===== config.mk =====
export PLATFORM = sky130hd
export DESIGN_NAME = lcd_strobe_ctrl
export DESIGN_NICKNAME = d
export VERILOG_FILES = /design/src/rtl/lcd_strobe_pkg.sv /design/src/rtl/lcd_phase_seq.sv /design/src/rtl/lcd_bus_latch.sv /design/src/rtl/lcd_strobe_ctrl.sv
export SDC_FILE = /design/constraint.sdc
export NUM_CORES = 1
export LEC_CHECK = 0
export ABC_CLOCK_PERIOD_IN_PS = 3600
export BUFFER_PORTS_ARGS = -buffer_cell sky130_fd_sc_hd__buf_2
export CAP_MARGIN = 25
export CORE_MARGIN = 1.5
export CORE_UTILIZATION = 51
export DETAILED_ROUTE_END_ITERATION = 7
export PLACE_DENSITY = 0.86
export SYNTH_ARGS = -nofsm -noshare
export SYNTH_HDL_FRONTEND = slang
export SYNTH_SLANG_ARGS = --single-unit

===== constraint.sdc =====
create_clock -name clk -period 3.6 [get_ports clk]
set_input_delay 0.54 -clock clk [delete_from_list [all_inputs] [get_ports clk]]
set_output_delay 0.54 -clock clk [all_outputs]
set_load 0.005 [all_outputs]

===== src/rtl/lcd_strobe_pkg.sv =====
package lcd_strobe_pkg;

  typedef enum logic [1:0] {
    PH_IDLE  = 2'd0,
    PH_SETUP = 2'd1,
    PH_HIGH  = 2'd2,
    PH_HOLD  = 2'd3
  } phase_t;

  function automatic int max3(input int a, input int b, input int c);
    int m;
    m = (a > b) ? a : b;
    return (m > c) ? m : c;
  endfunction

endpackage


===== src/rtl/lcd_phase_seq.sv =====
module lcd_phase_seq
  import lcd_strobe_pkg::*;
#(
  parameter int SETUP_CYC = 8,
  parameter int HIGH_CYC  = 46,
  parameter int HOLD_CYC  = 2
) (
  input  logic clk,
  input  logic rst_n,
  input  logic start,
  output logic busy,
  output logic en_q
);
  localparam int MAXC = max3(SETUP_CYC, HIGH_CYC, HOLD_CYC);
  localparam int CW   = $clog2(MAXC + 1);

  phase_t        ph_q, ph_d;
  logic [CW-1:0] cnt_q, cnt_d;

  always_comb begin
    ph_d  = ph_q;
    cnt_d = cnt_q;
    unique case (ph_q)
      PH_IDLE: if (start) begin
        ph_d  = PH_SETUP;
        cnt_d = CW'(SETUP_CYC - 1);
      end
      PH_SETUP: if (cnt_q == '0) begin
        ph_d  = PH_HIGH;
        cnt_d = CW'(HIGH_CYC - 1);
      end else cnt_d = cnt_q - 1'b1;
      PH_HIGH: if (cnt_q == '0) begin
        ph_d  = PH_HOLD;
        cnt_d = CW'(HOLD_CYC - 1);
      end else cnt_d = cnt_q - 1'b1;
      PH_HOLD: if (cnt_q == '0) begin
        ph_d  = PH_IDLE;
        cnt_d = '0;
      end else cnt_d = cnt_q - 1'b1;
      default: ph_d = PH_IDLE;
    endcase
  end

  always_ff @(posedge clk or negedge rst_n) begin
    if (!rst_n) begin
      ph_q  <= PH_IDLE;
      cnt_q <= '0;
      en_q  <= 1'b0;
    end else begin
      ph_q  <= ph_d;
      cnt_q <= cnt_d;
      en_q  <= (ph_d == PH_HIGH);
    end
  end

  assign busy = (ph_q != PH_IDLE);

  // Enable is only ever high inside a transaction.
  assert_en_in_busy_R6: assert property (@(posedge clk) disable iff (!rst_n)
    en_q |-> busy);
  // The enable rises only after at least one setup cycle of busy.
  assert_setup_before_en_R5: assert property (@(posedge clk) disable iff (!rst_n)
    $rose(en_q) |-> $past(busy));
  // Hold phase follows every falling enable.
  assert_hold_after_en_R7: assert property (@(posedge clk) disable iff (!rst_n)
    $fell(en_q) |-> busy);

endmodule


===== src/rtl/lcd_bus_latch.sv =====
module lcd_bus_latch #(
  parameter int WORD_W = 16,
  parameter int DB_W   = 8,
  parameter int RS_BIT = 8
) (
  input  logic              clk,
  input  logic              rst_n,
  input  logic              load,
  input  logic [WORD_W-1:0] word,
  output logic              rs_q,
  output logic [DB_W-1:0]   db_q
);
  always_ff @(posedge clk or negedge rst_n) begin
    if (!rst_n) begin
      rs_q <= 1'b0;
      db_q <= '0;
    end else if (load) begin
      rs_q <= word[RS_BIT];
      db_q <= word[DB_W-1:0];
    end
  end
endmodule


===== src/rtl/lcd_strobe_ctrl.sv =====
module lcd_strobe_ctrl #(
  parameter int WORD_W    = 16,
  parameter int RS_BIT    = 8,
  parameter bit BUS8      = 1'b1,
  parameter int SETUP_CYC = 8,
  parameter int HIGH_CYC  = 46,
  parameter int HOLD_CYC  = 2,
  localparam int DB_W     = BUS8 ? 8 : 4
) (
  input  logic              clk,
  input  logic              rst_n,
  input  logic              wr_valid,
  input  logic [WORD_W-1:0] wr_data,
  output logic              wr_ready,
  output logic              busy,
  output logic              lcd_rs,
  output logic              lcd_rw,
  output logic              lcd_en,
  output logic [DB_W-1:0]   lcd_db
);
  logic accept;

  assign wr_ready = ~busy;
  assign accept   = wr_valid & wr_ready;
  assign lcd_rw   = 1'b0;

  lcd_phase_seq #(
    .SETUP_CYC(SETUP_CYC), .HIGH_CYC(HIGH_CYC), .HOLD_CYC(HOLD_CYC)
  ) u_seq (
    .clk(clk), .rst_n(rst_n), .start(accept), .busy(busy), .en_q(lcd_en)
  );

  lcd_bus_latch #(
    .WORD_W(WORD_W), .DB_W(DB_W), .RS_BIT(RS_BIT)
  ) u_latch (
    .clk(clk), .rst_n(rst_n), .load(accept), .word(wr_data),
    .rs_q(lcd_rs), .db_q(lcd_db)
  );

  // An accepted word starts a transaction with the enable still low.
  assert_accept_starts_R2: assert property (@(posedge clk) disable iff (!rst_n)
    (wr_valid && wr_ready) |=> (busy && !lcd_en));
  // Panel bus lines do not move within a transaction.
  assert_bus_stable_R7: assert property (@(posedge clk) disable iff (!rst_n)
    (busy && $past(busy)) |-> ($stable(lcd_db) && $stable(lcd_rs)));
  // A word offered during busy leaves the bus lines alone.
  assert_drop_busy_R8: assert property (@(posedge clk) disable iff (!rst_n)
    (wr_valid && busy) |=> ($stable(lcd_db) && $stable(lcd_rs)));

endmodule


==> flow_metrics.py, run 1 <==
metrics = {
    "floorplanning": {
        "start_util_pct": 57.0,
        "die_w_um": 45.0,
        "io_pins": 32,
        "die_area_um2": 2020,
        "rows": 14,
        "die_y_um": 45.0,
        "coreArea_um2": 1580,
    },
    "sta": {
        "fin_hold_ws_ns": 0.148,
        "timing.final.max_slew_violations": 0,
        "fin_tns_setup_ns": 0,
        "rsz0062_at_grt": "no",
        "tightest_slew_ns": 0.600,
        "period_needed_ns": 1.94,
        "fmax_mhz": 515,
        "fin_crit_sh_pct": 53.9,
        "setup_viol": 0,
        "hold_viol": 0,
        "skew_ns": 0.00568,
        "maxSlewHeadroom_pct": 60.0,
    },
    "placed_design": {
        "place.gp.congestion": 0.902,
        "io_buffers": 23,
        "dp_hpwl_mm": 1.14,
    },
    "routing": {
        "ant_nets": 0,
        "detail_route.vias_per_cell": 6.06,
        "wl_per_cell_um": 13.9,
        "first_pass_iters": 4,
        "vias": 661,
        "drc": 0,
        "routed_wl_mm": 1.52,
        "drt_iter0_drc": 8,
    },
    "global_route": {
        "grt_start_max_net_pins": 19,
        "grt_pass1_wl_mm": 2.59,
        "grt_use_total_pct": 18.1,
        "grt_pass1_vias": 583,
        "overflow": 0,
        "antenna_found_initial": 0,
    },
    "worst_setup_path": {
        "slowest_delay_ns": 0.48,
        "cpMaxStageDelayCell": "dfrtp_1",
        "critPathMaxFanout": 10,
        "required_ns": 3.06,
        "start_kind": "register",
        "worst-endpoint-arrival_ns": 1.40,
        "worstPathCellList": "or2_1 -> inv_2 -> buf_2",
        "ff2ff_setup_slack_ns": 1.94,
        "cp-end-kind": "primary output",
        "path_class": "reg2out",
    },
    "clock_tree": {
        "clk-insertion-delay-late_ns": 0.29,
        "clk_pin_slew_ns": 0.10,
        "clkSinkCount": 18,
        "cts_max_level": 1,
        "postCtsHoldBufs": 0,
        "clockBufferDepth": 2,
        "tritoncts": "yes",
        "post_cts_buffers": 0,
        "post_cts_resized": 0,
        "numCtsBuffers": 3,
        "clockRootBuffer": "clkbuf_4",
    },
    "synth": {
        "synth_edf_count": 0,
        "syn-num-nets": 92,
        "syn_inst": 71,
        "postSynthRegisterBits": 18,
        "async_flop_share_pct": 100,
        "netlist_area_um2": 898,
        "yosysSeqAreaShare_pct": 50.1,
        "synth_cell_type_count": 33,
        "avgSynthCellArea_um2": 12.7,
        "ys.flop_type": "dfrtp_1",
        "synth_warnings": 0,
    },
    "worst_hold_path": {
        "min_path_type": "in2async",
    },
    "pwr": {
        "peakVddDrop_mv": 0.549,
        "p_leak_nw": 0.494,
        "cellPowerDensity_nw_per_um2": 855,
    },
    "finish": {
        "synthToLayoutAreaGrowth_pct": 14.3,
        "drive_gt1_share_pct": 45.2,
        "diodes": 0,
        "final_nets": 115,
    },
    "run_status": {
        "run_status": "finished, final reports clean",
    },
    "job": {
        "drv_cap": 0,
    },
}
==> worst max-delay path: cells and delay by family (launching register included) <==
kind | cells | cell delay [ns]
buffers and inverters | 2 | 0.31
DFF | 1 | 0.48
and+or+nand+nor | 1 | 0.33
==> metal layers <==
metal	GRT usage (%)	share of wire, %	vias to the layer above
li1	-	-	307
met1	23.9	44	326
met3	7.20	5.5	2
met4	3.53	0.13	0
met2	28.3	50	26
met5	0	0	-
==> state kept, by name, summed over array words and instances (netlist names) <==
name and cells:
u_seq.ph_q 2, u_latch.rs_q 1, u_latch.db_q 8, u_seq.cnt_q 6, u_seq.en_q 1
==> path summary, 6_finish.rpt <==
kind	startpoint	end	cells past startpoint
worst max-delay path	u_seq.ph_q[1]	wr_ready	3
worst min-delay path	rst_n	u_seq.ph_q[1]	1
worst max register to register	u_seq.ph_q[1]	u_seq.cnt_q[4]	3
worst min register to register	u_latch.db_q[4]	u_latch.db_q[4]	1
max in group asynchronous	rst_n	u_latch.db_q[3]	1
min in group clk	wr_data[8]	u_latch.rs_q	2
==> where the power goes <==
group	switching (mW)	leakage (nW)	internal [mW]
Sequential	0.0752	0.215	0.303
Clock	0.0585	0.0210	0.0616
Combinational	0.166	0.258	0.214
Total	0.299	0.494	0.579
==> synth_stat cells (2+ instances only) <==
library cell / count / share of area (%)
nand2b_1: 2 / 1.4
mux2_4: 6 / 10
nand3_1: 2 / 1.1
buf_4: 2 / 1.7
ha_1: 2 / 2.8
o311ai_0: 3 / 2.9
buf_6: 2 / 2.5
mux2_2: 4 / 5.0
o21ai_0: 5 / 2.8
inv_1: 2 / 0.84
nand4_1: 2 / 1.4
dfrtp_1: 18 / 50
==> cell usage in the layout (no fill, tap or decap), drive strengths merged <==
cell type	instances
dfrtp	18
nor3	1
mux2	10
inv	3
nor2	1
buf	23
a311o	1
or3b	1
o311ai	3
nand2	1
or2	2
a2111o	1
nand3	2
ha	2
o31ai	1
nor2b	1
o311a	1
o21ai	5
o41ai	1
xnor2	1
nand2b	2
nand4	2
o211ai	1
o221a	1
conb	1
or4	1
clkbuf	4
or3	2
==> final cells by class <==
| cell class | instances | area, um2 |
|---|---|---|
| repair buffers | 23 | 115 |
| well taps | 16 | 20.0 |
| multi-input cells | 45 | 394 |
| inverters | 3 | 11.3 |
| clock buffers | 4 | 36.3 |
| fillers | 120 | 549 |
| flip-flops and latches | 18 | 450 |
==> stage by stage <==
step / utilization, % / power, mW / instances / setup slack, ns / instance area, um2
after floorplan: - / 0.659 / 71 / 2.05 / 898
after global placement: 62.9 / 0.743 / 105 / 1.82 / 991
after detailed placement: 62.9 / 0.765 / 105 / 1.80 / 991
after CTS: 65.2 / 0.886 / 109 / 1.65 / 1030
after global routing: 65.2 / 0.953 / 109 / 1.56 / 1030
final: 65.2 / 0.878 / 109 / 1.66 / 1030
==> cell families after synthesis <==
logic type	after synthesis	synth area share, %
buffers and inverters	8	5.99
flip-flops	18	50.1
other	1	0.417
multiplexers	10	15.0
AND/OR/NAND/NOR	16	11.6
XOR/XNOR	1	0.975
adder cells (fa/ha/maj)	2	2.79
AO/OA/AOI/OAI	15	13.1
Power figures use the tool's default switching activity.
==> run 2: changes to the inputs <==
- ABC_AREA: unset -> 1
- ABC_CLOCK_PERIOD_IN_PS: 3600 -> 1800
- CORE_UTILIZATION: 51 -> 48
- PLACE_DENSITY: 0.86 -> 0.81
- clock period: 3.6 -> 1.8 ns (I/O delays scaled with it)
==> run 2 against run 1 <==
Flip-flop and latch count unchanged. Wire length grew 12%. Worst hold slack gained 0.070 ns. First-iteration DRC count up 110%. Design area grew 4.9%. Critical path depth rose by 1. Sequential power is 6.6% higher. Largest power group unchanged. Highest routed layer unchanged.
==> flow_metrics.py, run 2 <==
metrics = {
    "sta": {
        "fin_tns_setup_ns": 0,
        "fin_crit_sh_pct": 80.3,
        "setup_viol": 0,
        "period_needed_ns": 1.45,
        "timing.final.max_slew_violations": 0,
        "fmax_mhz": 692,
        "hold_viol": 0,
        "skew_ns": 0.00438,
        "rsz0062_at_grt": "no",
    },
    "pwr": {
        "p_int_mw": 0.491,
        "p_total_mw": 0.618,
        "p_sw_mw": 0.126,
        "p_clk_share_pct": 30.5,
        "peakVddDrop_mv": 0.436,
        "p_comb_share_pct": 4.1,
        "p_leak_nw": 0.610,
        "cellPowerDensity_nw_per_um2": 573,
        "switching_share_pct": 20.5,
        "p_seq_share_pct": 65.4,
    },
    "worst_hold_path": {
        "worstHoldStart": "wr_data[4]",
        "whs_path_depth": 3,
        "min_to": "u_latch.db_q[4]",
        "min_path_type": "in2reg",
    },
    "synth": {
        "netlist_area_um2": 922,
        "syn-num-nets": 130,
        "synth_top_area_share_pct": 48.8,
        "synth_warnings": 0,
        "ys.flop_type": "dfrtp_1",
        "yosysSeqAreaShare_pct": 48.8,
        "synth_cell_type_count": 23,
        "synth.most_common_cell": "nand2_1",
        "synth_commonest_cells": "nand2_1 (34), dfrtp_1 (18), nand3_1 (14)",
        "async_flop_share_pct": 100,
        "postSynthRegisterBits": 18,
        "yosys.area.top_type": "dfrtp_1",
        "synth_edf_count": 0,
        "netlist_top_cells_area": "dfrtp_1 (49%), nand2_1 (14%), nand3_1 (7.6%), nand2_2 (4.1%), ha_1 (2.7%)",
        "avgSynthCellArea_um2": 8.46,
        "syn_inst": 109,
    },
    "finish": {
        "drive_gt1_share_pct": 32.3,
        "final_common_cell": "nand2_1",
        "diodes": 0,
        "fin_util_pct": 61.1,
        "largest_register_ff_count": 8,
        "synthToLayoutAreaGrowth_pct": 16.8,
        "top_regs": "u_latch.db_q x8, u_seq.cnt_q x6, u_seq.ph_q x2",
        "final_nets": 156,
        "stdcell_area_um2": 1080,
        "layout_common_cells": "nand2_1 (34), buf_2 (23), dfrtp_1 (18)",
        "instances_no_fill": 158,
        "filler_cell_count": 167,
        "regMostFlops": "u_latch.db_q",
    },
    "worst_setup_path": {
        "cpMaxStageDelayCell": "dfrtp_1",
        "path_class": "reg2out",
        "start_kind": "register",
        "r2r_start": "u_seq.cnt_q[0]",
        "r2r_end": "u_seq.en_q",
        "worstPathCellList": "inv_1 -> nand2_4 -> inv_4 -> buf_2",
        "cp-end-kind": "primary output",
        "critPathTopFamily": "buffers and inverters",
        "cp_num_buf_inv": 3,
        "ff2ff_path_depth": 9,
        "worst-endpoint-arrival_ns": 1.18,
        "ff2ff_setup_slack_ns": 0.36,
        "critPathMaxFanout": 13,
        "required_ns": 1.53,
        "slowest_delay_ns": 0.39,
    },
    "routing": {
        "first_pass_iters": 4,
        "vias": 759,
        "drc": 0,
        "routed_wl_mm": 1.70,
        "drt_iter0_drc": 17,
        "detail_route.vias_per_cell": 4.80,
        "ant_nets": 0,
        "wl_per_cell_um": 10.7,
    },
    "placed_design": {
        "placed_cells": 154,
        "dpl_cell_area_um2": 1040,
        "place.gp.congestion": 0.813,
        "io_buffers": 23,
        "dp_hpwl_mm": 1.28,
    },
    "clock_tree": {
        "numCtsBuffers": 3,
        "clk_pin_slew_ns": 0.10,
        "tritoncts": "yes",
        "clkSinkCount": 18,
        "clockBufferDepth": 2,
        "cts_max_level": 1,
        "post_cts_buffers": 0,
        "postCtsHoldBufs": 1,
        "clk-insertion-delay-late_ns": 0.28,
        "clockRootBuffer": "clkbuf_4",
        "post_cts_resized": 0,
    },
    "global_route": {
        "grt_pass1_vias": 688,
        "grt_pass1_wl_mm": 2.88,
        "grt_start_max_net_pins": 19,
        "antenna_found_initial": 0,
        "grt_use_total_pct": 18.2,
        "overflow": 0,
    },
    "run_status": {
        "run_status": "finished, final reports clean",
    },
    "floorplanning": {
        "coreArea_um2": 1760,
        "start_util_pct": 52.3,
        "die_area_um2": 2190,
        "die_w_um": 46.8,
        "rows": 15,
        "die_y_um": 46.8,
        "io_pins": 32,
    },
    "job": {
        "drv_cap": 0,
    },
}
run 2: cell count changes in the layout (fill, tap and decap cells not counted), sizes merged, moves of 3 or more:
cell	delta
nand2	+41
nand3	+12
mux2	-10
nor2	+9
inv	+6
o311ai	-3
run 2: final cells by class:
| type | instances | area, um2 | area share, % |
|---|---|---|---|
| clock buffer | 3 | 22.5 | 2.09 |
| inverter | 9 | 36.3 | 3.37 |
| sequential | 18 | 450 | 41.8 |
| tap | 25 | 31.3 | 2.90 |
| timing repair buffer | 24 | 125 | 11.6 |
| multi-input combinational | 79 | 412 | 38.2 |
run 2: power groups by stage:
stage / clock (mW) / sequential, mW / combinational [mW]
2_1_floorplan: 0 / 0.412 / 0.00513
3_3_place_gp: 0 / 0.412 / 0.0237
3_5_place_dp: 0 / 0.412 / 0.0247
4_1_cts: 0.195 / 0.404 / 0.0262
5_1_grt: 0.212 / 0.404 / 0.0290
6_report: 0.188 / 0.404 / 0.0253
run 2: worst max-delay path by stage:
stage                   startpoint       endpoint  slack [ns]  cells after the start
CTS                  u_seq.ph_q[0]       wr_ready        0.34                      4
finish               u_seq.ph_q[0]       wr_ready        0.35                      4
floorplan           u_seq.cnt_q[0]     u_seq.en_q        0.50                      9
detailed placement  u_seq.cnt_q[0]     u_seq.en_q        0.41                      9
global placement    u_seq.cnt_q[0]     u_seq.en_q        0.42                      9
global route        u_seq.cnt_q[0]  u_seq.ph_q[1]        0.22                      9
run 2: cells by family after synthesis:
logic type,after synthesis,share of synthesized area [%]
flops,18,48.8
simple gates,68,35.5
xor+xnor,2,1.90
fa+ha+maj,2,2.71
compound gates,6,4.07
buf+inv,12,6.51
other cells,1,0.407
run 2: layer usage:
metal	wire length, um	global-route usage, %
met2	809	29.9
met1	791	24.3
met5	0	0
met3	78	3.85
met4	14	5.00
run 2: worst min-delay path: stages:
cell     delay [ns]
buf_2          0.08
nand3_1        0.06
nand2_1        0.06
run 2: stage by stage:
stage                     hold slack (ns)  setup slack (ns)
final                               0.218             0.355
after global routing                0.210             0.217
after CTS                           0.215             0.336
after detailed placement            0.221             0.405
after global placement              0.215             0.417
after floorplan                   -0.0256             0.503
